<file path="config.mk">
export PLATFORM = sky130hd
export DESIGN_NAME = tmr_fsm_repair
export DESIGN_NICKNAME = d
export VERILOG_FILES = /design/src/rtl/tmr_fsm_pkg.sv /design/src/rtl/tmr_voter.sv /design/src/rtl/tmr_slot.sv /design/src/rtl/tmr_fault_det.sv /design/src/rtl/tmr_repair_ctl.sv /design/src/rtl/tmr_fsm_repair.sv
export SDC_FILE = /design/constraint.sdc
export NUM_CORES = 1
export LEC_CHECK = 0
export BUFFER_PORTS_ARGS = -buffer_cell sky130_fd_sc_hd__buf_2
export CORE_UTILIZATION = 40
export CTS_CLUSTER_SIZE = 12
export DETAILED_ROUTE_END_ITERATION = 10
export PLACE_DENSITY = 0.73
export SLEW_MARGIN = 20
export SYNTH_ARGS = -nofsm -noshare
export SYNTH_HDL_FRONTEND = slang
export SYNTH_HIERARCHICAL = 1
export SYNTH_SLANG_ARGS = --single-unit
</file>
<file path="constraint.sdc">
create_clock -name clk_i -period 3.4 [get_ports clk_i]
set_input_delay 0.68 -clock clk_i [delete_from_list [all_inputs] [get_ports clk_i]]
set_output_delay 0.68 -clock clk_i [all_outputs]
set_load 0.1 [all_outputs]
</file>
<file path="src/rtl/tmr_fsm_pkg.sv">
package tmr_fsm_pkg;
  localparam int NSLOT = 4;

  typedef enum logic {
    MODE_FSM = 1'b0,
    MODE_CNT = 1'b1
  } mode_e;

  // set code k omits slot 3-k
  function automatic logic [NSLOT-1:0] set_members(input logic [1:0] code);
    logic [NSLOT-1:0] m;
    m = '1;
    m[2'd3 - code] = 1'b0;
    return m;
  endfunction

  function automatic logic [1:0] excl_code(input logic [1:0] slot);
    return 2'd3 - slot;
  endfunction

  // slot feeding comparison lane 0..2 under a set code
  function automatic logic [1:0] lane_slot(input logic [1:0] code, input logic [1:0] lane);
    logic [1:0] x;
    x = 2'd3 - code;
    return (lane < x) ? lane : lane + 2'd1;
  endfunction
endpackage

</file>
<file path="src/rtl/tmr_voter.sv">
module tmr_voter #(
  parameter int W = 2
) (
  input  logic [W-1:0] a_i,
  input  logic [W-1:0] b_i,
  input  logic [W-1:0] c_i,
  output logic [W-1:0] maj_o
);
  assign maj_o = (a_i & b_i) | (a_i & c_i) | (b_i & c_i);
endmodule

</file>
<file path="src/rtl/tmr_slot.sv">
module tmr_slot
  import tmr_fsm_pkg::*;
#(
  parameter int W = 2
) (
  input  logic         clk_i,
  input  logic         rst_ni,
  input  logic         en_i,
  input  logic         mode_i,
  input  logic         adv_i,
  input  logic [W-1:0] lane_a_i,
  input  logic [W-1:0] lane_b_i,
  input  logic [W-1:0] lane_c_i,
  input  logic [W-1:0] stuck_en_i,
  input  logic [W-1:0] stuck_val_i,
  output logic [W-1:0] q_o,
  output logic [W-1:0] vote_o
);
  logic [W-1:0] st_q, nxt;

  tmr_voter #(.W(W)) u_voter (
    .a_i  (lane_a_i),
    .b_i  (lane_b_i),
    .c_i  (lane_c_i),
    .maj_o(vote_o)
  );

  always_comb begin
    if (mode_e'(mode_i) == MODE_CNT) nxt = {{(W-1){1'b0}}, ~vote_o[0]};
    else if (adv_i)                  nxt = {vote_o[W-2:0], ~vote_o[W-1]};
    else                             nxt = vote_o;
  end

  // out-of-set slots are unconfigured: hold
  always_ff @(posedge clk_i or negedge rst_ni) begin
    if (!rst_ni)   st_q <= '0;
    else if (en_i) st_q <= nxt;
  end

  assign q_o = (st_q & ~stuck_en_i) | (stuck_val_i & stuck_en_i);

  p_hold_out_of_set_r6: assert property (@(posedge clk_i) disable iff (!rst_ni)
    !en_i |=> $stable(st_q));
endmodule

</file>
<file path="src/rtl/tmr_fault_det.sv">
module tmr_fault_det #(
  parameter int W = 2
) (
  input  logic [W-1:0] q0_i,
  input  logic [W-1:0] q1_i,
  input  logic [W-1:0] q2_i,
  input  logic [2:0]   fresh_i,
  output logic         diff_o,
  output logic         bad_vld_o,
  output logic [1:0]   bad_lane_o,
  output logic         unc_o
);
  logic e01, e02, e12;
  assign e01 = (q0_i == q1_i);
  assign e02 = (q0_i == q2_i);
  assign e12 = (q1_i == q2_i);

  always_comb begin
    diff_o     = 1'b0;
    bad_vld_o  = 1'b0;
    bad_lane_o = 2'd0;
    unc_o      = 1'b0;
    case (fresh_i)
      3'b000: begin
        diff_o = !(e01 && e02);
        if (diff_o) begin
          if (e12)      begin bad_vld_o = 1'b1; bad_lane_o = 2'd0; end
          else if (e02) begin bad_vld_o = 1'b1; bad_lane_o = 2'd1; end
          else if (e01) begin bad_vld_o = 1'b1; bad_lane_o = 2'd2; end
          else          unc_o = 1'b1;
        end
      end
      // one lane still loading: only two voices, no way to pick
      3'b001: begin diff_o = !e12; unc_o = !e12; end
      3'b010: begin diff_o = !e02; unc_o = !e02; end
      3'b100: begin diff_o = !e01; unc_o = !e01; end
      default: ;
    endcase
  end
endmodule

</file>
<file path="src/rtl/tmr_repair_ctl.sv">
module tmr_repair_ctl
  import tmr_fsm_pkg::*;
(
  input  logic             clk_i,
  input  logic             rst_ni,
  input  logic             bad_vld_i,
  input  logic [1:0]       bad_slot_i,
  input  logic             unc_i,
  output logic [1:0]       req_o,
  output logic [NSLOT-1:0] failed_o,
  output logic             fail_vld_o,
  output logic [1:0]       fail_slot_o,
  output logic             no_spare_o,
  output logic             uncorr_o
);
  logic [1:0]       req_q, fail_slot_q;
  logic [NSLOT-1:0] failed_q, req_mask;
  logic             fail_vld_q, no_spare_q, uncorr_q;

  always_ff @(posedge clk_i or negedge rst_ni) begin
    if (!rst_ni) begin
      req_q       <= 2'd0;
      failed_q    <= '0;
      fail_vld_q  <= 1'b0;
      fail_slot_q <= 2'd0;
      no_spare_q  <= 1'b0;
      uncorr_q    <= 1'b0;
    end else begin
      fail_vld_q <= 1'b0;
      if (unc_i) uncorr_q <= 1'b1;
      if (bad_vld_i && !failed_q[bad_slot_i]) begin
        fail_vld_q            <= 1'b1;
        fail_slot_q           <= bad_slot_i;
        failed_q[bad_slot_i]  <= 1'b1;
        if (failed_q == '0) req_q      <= excl_code(bad_slot_i);
        else                no_spare_q <= 1'b1;
      end
    end
  end

  assign req_mask    = set_members(req_q);
  assign req_o       = req_q;
  assign failed_o    = failed_q;
  assign fail_vld_o  = fail_vld_q;
  assign fail_slot_o = fail_slot_q;
  assign no_spare_o  = no_spare_q;
  assign uncorr_o    = uncorr_q;

  p_req_omits_failed_r5: assert property (@(posedge clk_i) disable iff (!rst_ni)
    (fail_vld_q && !no_spare_q) |-> !req_mask[fail_slot_q]);
  p_req_frozen_r9: assert property (@(posedge clk_i) disable iff (!rst_ni)
    (|failed_q) |=> $stable(req_q));
  p_no_spare_sticky_r9: assert property (@(posedge clk_i) disable iff (!rst_ni)
    no_spare_q |=> no_spare_q);
  p_uncorr_sticky_r10: assert property (@(posedge clk_i) disable iff (!rst_ni)
    uncorr_q |=> uncorr_q);
endmodule

</file>
<file path="src/rtl/tmr_fsm_repair.sv">
module tmr_fsm_repair
  import tmr_fsm_pkg::*;
#(
  parameter int W = 2
) (
  input  logic             clk_i,
  input  logic             rst_ni,
  input  logic             mode_i,
  input  logic             adv_i,
  input  logic [1:0]       act_set_i,
  input  logic [NSLOT*W-1:0] stuck_en_i,
  input  logic [NSLOT*W-1:0] stuck_val_i,
  output logic [W-1:0]     state_o,
  output logic [1:0]       cfg_req_o,
  output logic             fail_vld_o,
  output logic [1:0]       fail_slot_o,
  output logic             degraded_o,
  output logic             no_spare_o,
  output logic             uncorr_o
);
  localparam int NLANE = 3;

  logic [1:0]       act_q;
  logic [NSLOT-1:0] member, prev_q, fresh, failed;
  logic [W-1:0]     q_all    [NSLOT];
  logic [W-1:0]     vote_all [NSLOT];
  logic [W-1:0]     q_lane   [NLANE];
  logic [1:0]       lslot    [NLANE];
  logic [2:0]       lane_fresh;
  logic             diff, bad_vld, unc;
  logic [1:0]       bad_lane, bad_slot;

  always_ff @(posedge clk_i or negedge rst_ni) begin
    if (!rst_ni) begin
      act_q  <= 2'd0;
      prev_q <= set_members(2'd0);
    end else begin
      act_q  <= act_set_i;
      prev_q <= member;
    end
  end

  always_comb begin
    member = set_members(act_q);
    fresh  = member & ~prev_q;
    for (int i = 0; i < NLANE; i++) begin
      lslot[i]      = lane_slot(act_q, 2'(i));
      q_lane[i]     = q_all[lslot[i]];
      lane_fresh[i] = fresh[lslot[i]];
    end
  end

  for (genvar g = 0; g < NSLOT; g++) begin : g_slot
    tmr_slot #(.W(W)) u_slot (
      .clk_i      (clk_i),
      .rst_ni     (rst_ni),
      .en_i       (member[g]),
      .mode_i     (mode_i),
      .adv_i      (adv_i),
      .lane_a_i   (q_lane[0]),
      .lane_b_i   (q_lane[1]),
      .lane_c_i   (q_lane[2]),
      .stuck_en_i (stuck_en_i[g*W +: W]),
      .stuck_val_i(stuck_val_i[g*W +: W]),
      .q_o        (q_all[g]),
      .vote_o     (vote_all[g])
    );
  end

  tmr_fault_det #(.W(W)) u_det (
    .q0_i      (q_lane[0]),
    .q1_i      (q_lane[1]),
    .q2_i      (q_lane[2]),
    .fresh_i   (lane_fresh),
    .diff_o    (diff),
    .bad_vld_o (bad_vld),
    .bad_lane_o(bad_lane),
    .unc_o     (unc)
  );

  always_comb begin
    case (bad_lane)
      2'd1:    bad_slot = lslot[1];
      2'd2:    bad_slot = lslot[2];
      default: bad_slot = lslot[0];
    endcase
  end

  tmr_repair_ctl u_ctl (
    .clk_i      (clk_i),
    .rst_ni     (rst_ni),
    .bad_vld_i  (bad_vld),
    .bad_slot_i (bad_slot),
    .unc_i      (unc),
    .req_o      (cfg_req_o),
    .failed_o   (failed),
    .fail_vld_o (fail_vld_o),
    .fail_slot_o(fail_slot_o),
    .no_spare_o (no_spare_o),
    .uncorr_o   (uncorr_o)
  );

  assign state_o    = vote_all[lslot[0]];
  assign degraded_o = diff | (|(failed & member)) | (|fresh);
endmodule

</file>
# --- Word level (Yosys, flattened, before mapping) ---
# Cells that the tools add are included.
totals:
  ff_bits: 25
  wordCells: 131
  out_inout_bits: 10
  inputBits: 22
op_classes:
  n_mux: 47
  reduce_logical: 15
  order_cmp: 13
  add_sub_neg: 2
  bitwise: 34
  eq_ne: 8
op_table:
  columns: ["operator", "n"]
  rows:
  - ["two-way mux 2 bit", 16]
  - ["AND 2 bit", 11]
  - ["two-way mux 1 bit", 18]
  - ["binary-select mux 2 bit (select 2 bit)", 4]
  - ["< comparator 2 x 3 -> 1 bit, second input constant", 4]
  - ["OR 2 bit", 6]
  - [">= comparator 3 bit, second input constant", 3]
  - ["AND 4 bit", 2]
  - ["binary-select mux 1 bit (select 2 bit)", 4]
  - ["inverter 2 bit", 4]
  - ["inverter 4 bit", 2]
  - ["one-hot mux 1 bit (4 select lines)", 2]
  - ["OR reduction 4 bit", 2]
  - ["equality test 2 bit", 3]
  - ["inverter 2 -> 3 bit", 2]
  - ["logical NOT 1 bit", 5]
  - ["demux 1 bit (select 2 bit)", 2]
  - [">= comparator 2 x 1 -> 1 bit, second input constant", 2]
  - ["logical AND 1 bit", 4]
  - ["logical NOT 4 bit", 1]
  - ["< comparator 1 x 2 -> 1 bit, first input constant", 2]
  - ["OR 4 bit", 1]
  - ["one-hot mux 2 bit (2 select lines)", 1]
  - ["AND reduction 2 bit", 2]
  - ["other kinds (12)", 16]

# --- Longest topological paths before layout ---
logic_depth:
  depth_word: 20
  mapped_depth: 14
  ltp_nobuf: 14

# --- Cells and area by module ---
# Netlist, hierarchy kept.
modules_own_cells:
  columns: ["module", "instances", "area_per_inst_um2", "seq_area_each_um2", "cells_per_inst"]
  rows:
  - ["tmr_slot", 4, 133.9, 50.0, 14]
  - ["tmr_repair_ctl", 1, 461.7, 275.3, 33]
  - ["tmr_fsm_repair", 1, 426.7, 153.9, 42]
  - ["tmr_fault_det", 1, 163.9, 0.0, 24]
  - ["tmr_voter", 4, 22.5, 0.0, 2]

# --- Worst setup path before layout ---
# No wires, ideal clock.
synth_path:
  path_kind: "input port to flip-flop"
  from: "input stuck_en_i[3]"
  to: "register u_ctl.fail_slot_q[0] (netlist: u_ctl/fail_slot_o[0])"
  n_path_buf: 0
  stages: 12
  slack_ps: -362
  t_arrival_ps: 3636
  path_cell_list: "mux2_1 > mux2_1 > xnor2_1 > nand2_1 > nor4b_2 > inv_1 > ha_1 > mux2i_1 > o22ai_1 > mux2_4 > o22ai_4 > mux2_4"
synth_rtl:
  columns: ["item", "line", "rtl"]
  rows:
  - ["start, declared", "tmr_fsm_repair.sv:11", "input logic [NSLOT*W-1:0] stuck_en_i,"]
  - ["end signal, assigned", "tmr_repair_ctl.sv:33", "fail_slot_q <= bad_slot_i;"]
  - ["end, declared", "tmr_repair_ctl.sv:16", "logic [1:0] req_q, fail_slot_q;"]

==> metrics.md <==
| Metric | Value |
|---|---|
| Status | `finished clean` |
| Sequential area share after synthesis | `0.375` |
| Largest net degree at the start of global routing | `26` |
| Crit path DAT | `between 3000 and 4000 ps` |
| Layout cells sized above 1 | `0.473` |
| Row Count | `23` |
| Sequential cell area | `~630 um2` |
| R2R depth | `12` |
| Ports | `32` |
| Setup_tns | `0 ps` |
| Total placed instance area | `approximately 2100 um2` |
| Nets@finish | `between 200 and 250` |
| R2R setup slack | `150 ps` |
| MaxCap Viol Count | `0` |
| Antenna violations before repair | `0` |
| Core area | `4000 um2` |
| Met2 WL | `roughly 2.0 mm` |
| Clk_skew | `roughly 8 ps` |
| Initial drt markers | `37` |
| Clk Tree Root Cell | `clkbuf_8` |
| Reg-to-reg startpoint | `act_q[1]` |
| Post-synthesis instance area | `1680 um2` |
| Fin cells | `roughly 270` |
| Kind of critical path | `input pin to flip-flop` |
| Area growth, synth to finish | `33.5%` |
| Syn Inst Count | `163` |
| CTS buffer count | `3` |
| Die Y | `around 67 um` |
| Highest metal used | `met4` |
| Post-CTS Hold Buffers | `0` |
| Number of global-route vias before repair | `about 1400` |
| Net Count, Synth | `~190` |
| Final setup violation count | `0` |
| Crit share post-route | `0.975` |
| Routed via count | `around 1400` |
| Worst setup SP type | `input pin` |
| Post-synth cell types | `38` |
| Post-CTS repair timing setup buffer count | `0` |
| Tmin final | `approximately 3300 ps` |
| Die Area | `roughly 4500 um2` |
| Detailed Route WL | `3.73 mm` |
| Clock transition at path regs | `about 100 ps` |
| Slew margin rel. | `0.406` |
| Pleak | `just over 0.001 uW` |
| Total congestion overflow | `0` |
| Worst Path Required | `3570 ps` |
| # DRC | `0` |
| Mean routed wirelength per cell | `about 14 um` |
| Final hold violations | `0` |
| Starting Density | `0.419` |
| Met3 WL | `about 91 um` |
| Crit end category | `flip-flop` |
| Port bufs | `31` |
| GRT Total Usage | `0.185` |
| Skew-Pair Late Insertion Delay | `around 280 ps` |
| Final Core Density | `0.560` |
| Detail Placement HPWL | `2.89 mm` |
| ANT nets after route | `0` |
| Slew Limit Fails | `0` |
| Design area | `2240 um2` |
| FILL cells | `380` |
| Power Density | `roughly 590 nW/um2` |
| DRT Pass-1 Iters | `4` |
| M1 WL | `about 1.6 mm` |
| Area of the multi-input gates | `1100 um2` |
| Cell Count Post-Placement | `268` |
| IR drop worst, VDD | `0.000290 V` |
| Hold WC Path Type | `input pin to asynchronous set/reset pin` |
| Diode count | `0` |
| CTS sink cnt | `25` |
| R2r endpoint | `u_ctl/fail_slot_o[0]` |
| Clk buf depth | `2` |
| Synthesis-stage register bit count | `25` |
| Worst slew pin tran | `between 800 and 900 ps` |
| CTS tree | `yes` |
| RSZ-0062 raised after global routing | `yes` |
| Die width | `66.8 um` |
| Placer congestion estimate | `0.789` |
| H-tree Lvls | `1` |
| Avg Vias per Cell | `5.26` |
| Fmax achieved | `a little over 300 MHz` |
| Mapped Avg Cell Area | `10.3 um2` |
| First-pass GRT wire length | `6.17 mm` |
| CP Max Fanout | `4` |
| Synthesis Warnings | `6` |
[synthesized netlist by cell type]
library cell	number	area, um2
a211oi_1	2	15.0
a21o_1	1	7.51
a21oi_1	10	50.1
a22oi_1	1	7.51
a31o_2	2	17.5
a31oi_1	2	12.5
a32o_1	1	10.0
buf_2	1	5.00
dfrtp_1	22	551
dfstp_2	3	78.8
ha_1	2	25.0
inv_1	11	41.3
maj3_2	8	90.1
mux2_1	8	90.1
mux2_2	4	45.0
mux2_4	7	105
mux2i_1	8	80.1
nand2_1	10	37.5
nand2_2	1	6.26
nand2b_1	6	37.5
nor2_1	8	30.0
nor2_2	1	6.26
nor2b_1	8	50.1
nor3_1	1	5.00
nor4_1	1	6.26
nor4b_2	2	30.0
o211ai_1	1	7.51
o21ai_0	2	10.0
o21ai_1	5	25.0
o21bai_1	2	15.0
o22ai_1	7	43.8
o22ai_4	1	20.0
o2bb2ai_1	1	8.76
o31ai_1	4	30.0
or2_2	1	6.26
or2b_4	1	11.3
or4_1	1	7.51
xnor2_1	6	52.6
[stage by stage]
step	total power [uW]	hold WS [ps]	setup WS (ps)
4_1_cts	1330	402	2.89
3_5_place_dp	1130	453	-290
2_1_floorplan	946	384	-95.8
6_report	1330	380	85.0
3_3_place_gp	1120	437	-216
5_1_grt	1410	431	-33.9
[layout by cell type, fill, tap and decap left out, types with 2 or more instances in the layout]
master,count
o22ai_1,6
o21ai_0,2
dfrtp_1,22
nand2_1,7
nor4b_4,2
o21bai_1,2
buf_2,29
buf_4,24
mux2_2,2
mux2i_1,8
buf_6,3
maj3_2,8
a31o_2,2
xnor2_1,4
a31oi_1,2
clkbuf_8,3
nand2_2,4
mux2_4,13
mux2_1,4
o21ai_1,5
o31ai_1,4
dfstp_2,3
xnor2_2,2
nand2b_1,6
a21oi_1,10
inv_1,10
nor2_1,8
nor2b_1,8
[cell families after synthesis]
| group | Yosys count | synth area share |
|---|---|---|
| buffers and inverters | 12 | 0.0276 |
| muxes | 27 | 0.191 |
| adders and majority gates | 10 | 0.0686 |
| AOI/OAI and AO/OA | 42 | 0.167 |
| DFF | 25 | 0.375 |
| and+or+nand+nor | 41 | 0.139 |
| xor gates and xnor gates | 6 | 0.0313 |
[where the power goes]
part	total (uW)	leakage (uW)	switching, uW	internal (uW)
sequential	387	0.000294	33.5	354
clock	189	0.0000217	106	83.3
combinational	755	0.000711	469	286
[final cells by class]
class,instances,share of cell area
tap,50,0.0279
clock buffer,3,0.0184
multi-input combinational,126,0.491
inverter,11,0.0184
timing repair buffer,56,0.160
clock inverter,1,0.00335
sequential,25,0.281
[how the worst max path moves through the flow]
stage,endpoint,cells after the start,startpoint
4_1_cts,degraded_o,11,stuck_en_i[5]
3_3_place_gp,u_ctl/fail_slot_o[0],14,stuck_en_i[3]
5_1_grt,u_ctl/fail_slot_o[0],14,stuck_en_i[7]
6_report,u_ctl/fail_slot_o[0],14,stuck_en_i[7]
3_5_place_dp,u_ctl/fail_slot_o[0],14,stuck_en_i[3]
2_1_floorplan,u_ctl/fail_slot_o[0],12,stuck_en_i[5]
[flip-flops by register name, summed over array words and instances (netlist names)]
signal,flops
u_ctl/req_o,2
u_ctl/fail_vld_o,1
g_slot.u_slot/st_q,8
prev_q,4
u_ctl/no_spare_o,1
u_ctl/uncorr_o,1
act_q,2
u_ctl/fail_slot_o,2
u_ctl/failed_o,4
[layer usage]
metal / track usage / vias up
met5: 0 / -
met4: 0.0532 / 0
met3: 0.0274 / 4
met2: 0.333 / 23
met1: 0.226 / 690
li1: - / 713
[worst max-delay path, stage by stage]
cell     delay [ps]
buf_2           100
mux2_4          290
mux2_4          300
xnor2_1         130
nand2_1          90
nand2_2         100
nor4b_4         260
buf_4           150
ha_1            200
a22oi_2          70
o22ai_2         260
mux2_4          350
o22ai_4         170
mux2_4          310
[repair_timing]
action                                  CTS  global route
resized for setup                         1            12
pin swaps                                 0             1
endpoints found under the setup margin    1             3
Power figures use the tool's default switching activity.
